$ cat src/rtl/align_div_pkg.sv
package align_div_pkg;
  // register addresses
  localparam int ADR_MODE     = 0;
  localparam int ADR_CMD      = 1;
  localparam int ADR_STAT     = 2;
  localparam int ADR_ALIGN    = 3;
  localparam int ADR_DIV_BASE = 4;

  // bit positions inside registers
  localparam int MODE_EN_BIT   = 0;
  localparam int MODE_SRC_BIT  = 5;
  localparam int CMD_GO_BIT    = 0;
  localparam int STAT_BUSY_BIT = 0;
endpackage

$ cat src/rtl/adiv_regfile.sv
module adiv_regfile
  import align_div_pkg::*;
#(
  parameter int NUM_DIV = 2,
  parameter int RATIO_W = 7,
  parameter int DATA_W  = 16,
  parameter int ADDR_W  = 3,
  parameter int EN_BIT  = 15
) (
  input  logic                              clk,
  input  logic                              rst_n,
  input  logic                              wr_en,
  input  logic [ADDR_W-1:0]                 addr,
  input  logic [DATA_W-1:0]                 wdata,
  input  logic                              busy,
  output logic [DATA_W-1:0]                 rdata,
  output logic                              go_start,
  output logic                              bypass,
  output logic [NUM_DIV-1:0]                align_q,
  output logic [NUM_DIV-1:0]                sh_en_q,
  output logic [NUM_DIV-1:0][RATIO_W-1:0]   sh_ratio_q
);

  logic                            mode_en_q, mode_en_d;
  logic                            mode_src_q, mode_src_d;
  logic                            go_q, go_d;
  logic [NUM_DIV-1:0]              align_d;
  logic [NUM_DIV-1:0]              sh_en_d;
  logic [NUM_DIV-1:0][RATIO_W-1:0] sh_ratio_d;

  logic wr_mode, wr_cmd, wr_align;

  assign wr_mode  = wr_en && (addr == ADDR_W'(ADR_MODE));
  assign wr_cmd   = wr_en && (addr == ADDR_W'(ADR_CMD));
  assign wr_align = wr_en && (addr == ADDR_W'(ADR_ALIGN));

  // a change starts only on a 0->1 transition of the command bit while idle
  assign go_start = wr_cmd && !busy && wdata[CMD_GO_BIT] && !go_q;
  assign bypass   = !mode_en_q && !mode_src_q;

  always_comb begin
    mode_en_d  = mode_en_q;
    mode_src_d = mode_src_q;
    go_d       = go_q;
    align_d    = align_q;
    sh_en_d    = sh_en_q;
    sh_ratio_d = sh_ratio_q;
    if (wr_mode) begin
      mode_en_d  = wdata[MODE_EN_BIT];
      mode_src_d = wdata[MODE_SRC_BIT];
    end
    if (wr_cmd && !busy) begin
      go_d = wdata[CMD_GO_BIT];
    end
    if (wr_align) begin
      align_d = wdata[NUM_DIV-1:0];
    end
    for (int k = 0; k < NUM_DIV; k++) begin
      if (wr_en && (addr == ADDR_W'(ADR_DIV_BASE + k))) begin
        sh_en_d[k]    = wdata[EN_BIT];
        sh_ratio_d[k] = wdata[RATIO_W-1:0];
      end
    end
  end

  always_ff @(posedge clk or negedge rst_n) begin
    if (!rst_n) begin
      mode_en_q  <= 1'b0;
      mode_src_q <= 1'b0;
      go_q       <= 1'b0;
      align_q    <= '0;
      sh_en_q    <= '0;
      sh_ratio_q <= '0;
    end else begin
      mode_en_q  <= mode_en_d;
      mode_src_q <= mode_src_d;
      go_q       <= go_d;
      align_q    <= align_d;
      sh_en_q    <= sh_en_d;
      sh_ratio_q <= sh_ratio_d;
    end
  end

  always_comb begin
    rdata = '0;
    if (addr == ADDR_W'(ADR_MODE)) begin
      rdata[MODE_EN_BIT]  = mode_en_q;
      rdata[MODE_SRC_BIT] = mode_src_q;
    end else if (addr == ADDR_W'(ADR_CMD)) begin
      rdata[CMD_GO_BIT] = go_q;
    end else if (addr == ADDR_W'(ADR_STAT)) begin
      rdata[STAT_BUSY_BIT] = busy;
    end else if (addr == ADDR_W'(ADR_ALIGN)) begin
      rdata[NUM_DIV-1:0] = align_q;
    end
    for (int k = 0; k < NUM_DIV; k++) begin
      if (addr == ADDR_W'(ADR_DIV_BASE + k)) begin
        rdata[EN_BIT]        = sh_en_q[k];
        rdata[RATIO_W-1:0]   = sh_ratio_q[k];
      end
    end
  end

endmodule

$ cat src/rtl/adiv_sequencer.sv
module adiv_sequencer #(
  parameter int NUM_DIV    = 2,
  parameter int RATIO_W    = 7,
  parameter int CHG_CYCLES = 4
) (
  input  logic                              clk,
  input  logic                              rst_n,
  input  logic                              go_start,
  input  logic [NUM_DIV-1:0]                align_in,
  input  logic [NUM_DIV-1:0]                en_in,
  input  logic [NUM_DIV-1:0][RATIO_W-1:0]   ratio_in,
  output logic                              busy,
  output logic                              done,
  output logic [NUM_DIV-1:0]                snap_align,
  output logic [NUM_DIV-1:0]                snap_en,
  output logic [NUM_DIV-1:0][RATIO_W-1:0]   snap_ratio
);

  localparam int CNT_W = $clog2(CHG_CYCLES + 1);

  logic                            busy_d;
  logic [CNT_W-1:0]                cnt_q, cnt_d;
  logic [NUM_DIV-1:0]              snap_align_d, snap_en_d;
  logic [NUM_DIV-1:0][RATIO_W-1:0] snap_ratio_d;

  assign done = busy && (cnt_q == CNT_W'(CHG_CYCLES - 1));

  always_comb begin
    busy_d       = busy;
    cnt_d        = cnt_q;
    snap_align_d = snap_align;
    snap_en_d    = snap_en;
    snap_ratio_d = snap_ratio;
    if (go_start) begin
      busy_d       = 1'b1;
      cnt_d        = '0;
      snap_align_d = align_in;
      snap_en_d    = en_in;
      snap_ratio_d = ratio_in;
    end else if (done) begin
      busy_d = 1'b0;
      cnt_d  = '0;
    end else if (busy) begin
      cnt_d = cnt_q + 1'b1;
    end
  end

  always_ff @(posedge clk or negedge rst_n) begin
    if (!rst_n) begin
      busy       <= 1'b0;
      cnt_q      <= '0;
      snap_align <= '0;
      snap_en    <= '0;
      snap_ratio <= '0;
    end else begin
      busy       <= busy_d;
      cnt_q      <= cnt_d;
      snap_align <= snap_align_d;
      snap_en    <= snap_en_d;
      snap_ratio <= snap_ratio_d;
    end
  end

endmodule

$ cat src/rtl/adiv_channel.sv
module adiv_channel #(
  parameter int RATIO_W = 7
) (
  input  logic               clk,
  input  logic               rst_n,
  input  logic               bypass,
  input  logic               cap,
  input  logic               done,
  input  logic               aligned,
  input  logic               new_en,
  input  logic [RATIO_W-1:0] new_ratio,
  output logic               tick,
  output logic               act_en
);

  logic [RATIO_W-1:0] cnt_q, cnt_d;
  logic [RATIO_W-1:0] ratio_q, ratio_d;
  logic               en_d;
  logic               pend_q, pend_d;
  logic               term;
  logic               apply;

  assign term  = act_en && (cnt_q == ratio_q);
  // aligned: apply on completion; unaligned: at next wrap, or on completion if idle
  assign apply = pend_q && (aligned ? done : (act_en ? term : done));
  assign tick  = bypass || (act_en && (cnt_q == '0));

  always_comb begin
    en_d    = act_en;
    ratio_d = ratio_q;
    pend_d  = pend_q;
    if (act_en) begin
      cnt_d = term ? '0 : cnt_q + 1'b1;
    end else begin
      cnt_d = '0;
    end
    if (cap) begin
      pend_d = 1'b1;
    end else if (apply) begin
      en_d    = new_en;
      ratio_d = new_ratio;
      cnt_d   = '0;
      pend_d  = 1'b0;
    end
  end

  always_ff @(posedge clk or negedge rst_n) begin
    if (!rst_n) begin
      act_en  <= 1'b0;
      ratio_q <= '0;
      cnt_q   <= '0;
      pend_q  <= 1'b0;
    end else begin
      act_en  <= en_d;
      ratio_q <= ratio_d;
      cnt_q   <= cnt_d;
      pend_q  <= pend_d;
    end
  end

endmodule

$ cat src/rtl/align_div_ctrl.sv
module align_div_ctrl #(
  parameter int NUM_DIV    = 2,
  parameter int RATIO_W    = 7,
  parameter int DATA_W     = 16,
  parameter int ADDR_W     = 3,
  parameter int EN_BIT     = 15,
  parameter int CHG_CYCLES = 4
) (
  input  logic               clk,
  input  logic               rst_n,
  input  logic               wr_en,
  input  logic [ADDR_W-1:0]  addr,
  input  logic [DATA_W-1:0]  wdata,
  output logic [DATA_W-1:0]  rdata,
  output logic [NUM_DIV-1:0] div_tick
);

  logic [1:0]                      rst_pipe;
  logic                            rst_sync_n;
  logic                            go_start;
  logic                            bypass;
  logic                            busy;
  logic                            done;
  logic [NUM_DIV-1:0]              align_q;
  logic [NUM_DIV-1:0]              sh_en;
  logic [NUM_DIV-1:0][RATIO_W-1:0] sh_ratio;
  logic [NUM_DIV-1:0]              snap_align;
  logic [NUM_DIV-1:0]              snap_en;
  logic [NUM_DIV-1:0][RATIO_W-1:0] snap_ratio;
  logic [NUM_DIV-1:0]              act_en;

  // asynchronous assert, synchronous release
  always_ff @(posedge clk or negedge rst_n) begin
    if (!rst_n) begin
      rst_pipe <= 2'b00;
    end else begin
      rst_pipe <= {rst_pipe[0], 1'b1};
    end
  end
  assign rst_sync_n = rst_pipe[1];

  adiv_regfile #(
    .NUM_DIV(NUM_DIV), .RATIO_W(RATIO_W), .DATA_W(DATA_W),
    .ADDR_W(ADDR_W), .EN_BIT(EN_BIT)
  ) u_regs (
    .clk(clk), .rst_n(rst_sync_n), .wr_en(wr_en), .addr(addr), .wdata(wdata),
    .busy(busy), .rdata(rdata), .go_start(go_start), .bypass(bypass),
    .align_q(align_q), .sh_en_q(sh_en), .sh_ratio_q(sh_ratio)
  );

  adiv_sequencer #(
    .NUM_DIV(NUM_DIV), .RATIO_W(RATIO_W), .CHG_CYCLES(CHG_CYCLES)
  ) u_seq (
    .clk(clk), .rst_n(rst_sync_n), .go_start(go_start), .align_in(align_q),
    .en_in(sh_en), .ratio_in(sh_ratio), .busy(busy), .done(done),
    .snap_align(snap_align), .snap_en(snap_en), .snap_ratio(snap_ratio)
  );

  for (genvar k = 0; k < NUM_DIV; k++) begin : g_ch
    adiv_channel #(.RATIO_W(RATIO_W)) u_ch (
      .clk(clk), .rst_n(rst_sync_n), .bypass(bypass), .cap(go_start),
      .done(done), .aligned(snap_align[k]), .new_en(snap_en[k]),
      .new_ratio(snap_ratio[k]), .tick(div_tick[k]), .act_en(act_en[k])
    );
  end

endmodule

$ cat config.mk
export PLATFORM = sky130hd
export DESIGN_NAME = align_div_ctrl
export DESIGN_NICKNAME = d
export VERILOG_FILES = /design/src/rtl/align_div_pkg.sv /design/src/rtl/adiv_regfile.sv /design/src/rtl/adiv_sequencer.sv /design/src/rtl/adiv_channel.sv /design/src/rtl/align_div_ctrl.sv
export SDC_FILE = /design/constraint.sdc
export NUM_CORES = 1
export LEC_CHECK = 0
export ABC_AREA = 1
export BUFFER_PORTS_ARGS = -buffer_cell sky130_fd_sc_hd__buf_2
export CAP_MARGIN = 20
export CORE_MARGIN = 1.5
export CORE_UTILIZATION = 40
export CTS_CLUSTER_SIZE = 12
export DETAILED_ROUTE_END_ITERATION = 8
export SETUP_SLACK_MARGIN = 0.15
export SYNTH_ARGS = -nofsm -noshare
export SYNTH_HDL_FRONTEND = slang
export SYNTH_SLANG_ARGS = --single-unit
$ cat constraint.sdc
create_clock -name clk -period 3.1 [get_ports clk]
set_input_delay 0.775 -clock clk [delete_from_list [all_inputs] [get_ports clk]]
set_output_delay 0.775 -clock clk [all_outputs]
set_load 0.02 [all_outputs]
==> impl_metrics.py <==
metrics = {
    "timing": {
        "setup_tns_ps": 0,
        "finalHoldViolations": 0,
        "fin_worst_skew_ps": 7.64,
        "setup_viol": 0,
        "rsz0062_at_grt": "false",
        "period_share": 0.813,
        "slew-limit-headroom": 0.420,
        "drv_slew": 0,
        "worst_pin_slew_ps": 870,
        "fmax_mhz": 397,
        "period_minus_slack_ps": 2520,
    },
    "clock_tree": {
        "cts_tree": "yes",
        "insertion_delay_ps": 340,
        "cts_hold_buf": 0,
        "clkSlewWorstSetupHoldPaths_ps": 80,
        "cts_setup_buffers": 0,
        "cts-htree-levels": 3,
        "clockBufferDepth": 2,
        "root_buffer": "clkbuf_8",
        "post_cts_resized": 0,
        "cts.sinks": 77,
        "numCtsBuffers": 9,
    },
    "grt": {
        "grt_max_degree": 39,
        "grtUsageTotal": 0.168,
        "antenna_found_initial": 0,
        "grt_pass1_vias": 2802,
        "grt_overflow": 0,
        "grt_pass1_wl_um": 13600,
    },
    "synthesis": {
        "ys.flop_type": "dfrtp_1",
        "yosysWarnings": 0,
        "synth_top_cells_by_area": "dfrtp_1 50%, nand2_1 19%, inv_1 5.7%",
        "syn-cell-area_sq_um": 3860,
        "ys_seq_area_frac": 0.500,
        "postSynth.asyncResetShare": 1.00,
        "synth_edf_count": 0,
        "synth_top_area_cell": "dfrtp_1",
        "yosys.cell_types.count": 32,
        "syn_avg_cell_area_sq_um": 7.92,
        "ys_ff_latch": 77,
        "synth_top_area_share": 0.500,
        "synthCells": 487,
    },
    "status": {
        "status": "finished clean",
    },
    "setup_path": {
        "arrival_ps": 1740,
        "end_kind": "output port",
        "r2r_cells": 9,
        "critPathRequiredTime_ps": 2320,
        "crit_path_start_kind": "register",
        "regToRegSetupSlack_ps": 1340,
        "cp_max_fo": 5,
        "path_class": "register to output port",
    },
    "die": {
        "core-area_sq_um": 9280,
        "die_h_um": 101,
        "start_util": 0.415,
        "die_x_um": 101,
        "rows": 35,
        "ioPinCount": 40,
        "die_area_sq_um": 10200,
    },
    "drt": {
        "met1Wirelength_um": 4000,
        "wl_per_cell_um": 12.1,
        "met3_length_um": 258,
        "drcViolationCount": 0,
        "wirelength_um": 7780,
        "routed.top_layer": "met4",
        "drtAntennaViolNets": 0,
        "vias": 2960,
        "vias_per_cell": 4.59,
        "met2WireLength_um": 3420,
        "drtIter0Drc": 120,
        "drt_pass1_iterations": 4,
    },
    "final_layout": {
        "regArea_sq_um": 1930,
        "utilization": 0.458,
        "layout-drive-gt1-share": 0.116,
        "fill_cells": 948,
        "fin_nets": 538,
        "num_antenna_cells": 0,
        "multiInputGateArea_sq_um": 1570,
        "area_growth_pct": 10.2,
    },
    "placed_design": {
        "place.gp.congestion": 0.838,
        "place_hpwl_um": 5720,
        "port_buffers": 23,
    },
    "flow_run": {
        "drv_cap": 0,
    },
    "pwr": {
        "powerDensity_nw_per_um2": 579,
        "p_leak_nw": 2.29,
        "ir_drop_mv": 0.218,
    },
    "worst_hold_path": {
        "hold_class": "input pin to async pin",
    },
}
## cells in the mapped netlist (3+ instances only)
| library cell | instances |
|---|---|
| buf_2 | 6 |
| nand2_1 | 197 |
| buf_4 | 11 |
| dfrtp_1 | 77 |
| nand3_1 | 16 |
| a22o_1 | 5 |
| nand4_1 | 22 |
| inv_2 | 7 |
| inv_1 | 59 |
| o21ai_0 | 25 |
| ha_1 | 5 |
| nor3_1 | 14 |
| nor2_1 | 12 |
| o21ai_1 | 3 |
| xnor2_1 | 4 |
## worst max-delay path, cell delays in order (launching register included)
cell and delay [ps]:
dfrtp_1 440, inv_1 100, ha_1 150, nand4_1 100, o41ai_1 360, buf_2 250
## cells by family after synthesis
| family | Yosys count | synth area share |
|---|---|---|
| and+or+nand+nor | 271 | 0.305 |
| buffers and inverters | 87 | 0.101 |
| DFF | 77 | 0.500 |
| AOI/OAI and AO/OA | 38 | 0.0600 |
| xor gates and xnor gates | 6 | 0.0136 |
| adders and majority gates | 5 | 0.0162 |
| other | 2 | 0.00195 |
| muxes | 1 | 0.00259 |
## where the power goes
group | switching, mW | internal (mW)
Sequential | 0.130 | 1.16
Combinational | 0.279 | 0.139
Clock | 0.361 | 0.394
## final cells by class
| class | instances | share of cell area |
|---|---|---|
| Sequential cell | 77 | 0.454 |
| Multi-Input combinational cell | 330 | 0.368 |
| Inverter | 67 | 0.0592 |
| Tap cell | 129 | 0.0380 |
| Timing Repair Buffer | 26 | 0.0353 |
| Clock buffer | 12 | 0.0341 |
| Clock inverter | 4 | 0.0115 |
## layer usage
layer	up-vias	GRT usage
met5	-	0
met4	0	0.0662
met3	10	0.0248
met2	51	0.255
met1	1333	0.243
li1	1566	-
## worst paths after layout
| kind | startpoint | endpoint |
|---|---|---|
| setup reg to reg | g_ch[1].u_ch.cnt_q[0] | g_ch[1].u_ch.ratio_q[0] |
| hold reg to reg | rst_pipe[0] | rst_pipe[1] |
| setup / recovery | g_ch[0].u_ch.cnt_q[0] | div_tick[0] |
| hold / removal | rst_n | rst_pipe[1] |
| min in group clk | rst_pipe[0] | rst_pipe[1] |
| max in group asynchronous | rst_pipe[1] | u_seq.snap_ratio[4] |
## flip-flops by register name (all words and copies together), names as in the netlist, 2 cells and up
signal and count:
u_seq.snap_align 2, u_seq.cnt_q 3, u_seq.snap_en 2, g_ch.u_ch.pend_q 2, g_ch.u_ch.cnt_q 14, u_regs.align_q 2, u_regs.sh_ratio_q 14, g_ch.u_ch.ratio_q 14
g_ch.u_ch.act_en 2, u_regs.sh_en_q 2, u_seq.snap_ratio 14, rst_pipe 2
## cell usage in the layout (no fill, tap or decap), types with 2 or more instances in the layout
cell / synthesis / routed
xor2_1: 2 / 2
nor2_1: 12 / 12
clkbuf_8: 0 / 10
nor2_2: 2 / 2
buf_2: 6 / 23
nand2_1: 197 / 197
clkbuf_1: 1 / 2
nand3_4: 2 / 2
buf_4: 11 / 2
ha_1: 5 / 5
o21ai_1: 3 / 3
nand4_1: 22 / 22
xnor2_1: 4 / 4
inv_1: 59 / 59
dfrtp_1: 77 / 76
nand3_2: 2 / 2
nand3_1: 16 / 16
nor3_1: 14 / 14
o21ai_0: 25 / 25
a22o_1: 5 / 5
inv_2: 7 / 7
clkinv_2: 0 / 2
conb_1: 2 / 9
o21bai_2: 2 / 2
## per-stage QoR
step                      total power [mW]  cells  area, sq um  setup slack (ps)  hold slack (ps)
after floorplan                       1.61    494         3880               797              331
after global placement                1.71    629         4060               640              336
after detailed placement              1.73    629         4060               646              344
after CTS                             2.49    645         4250               593              180
after global routing                  2.62    645         4250               502              176
final                                 2.46    645         4250               580              199
Power figures use the tool's default switching activity.
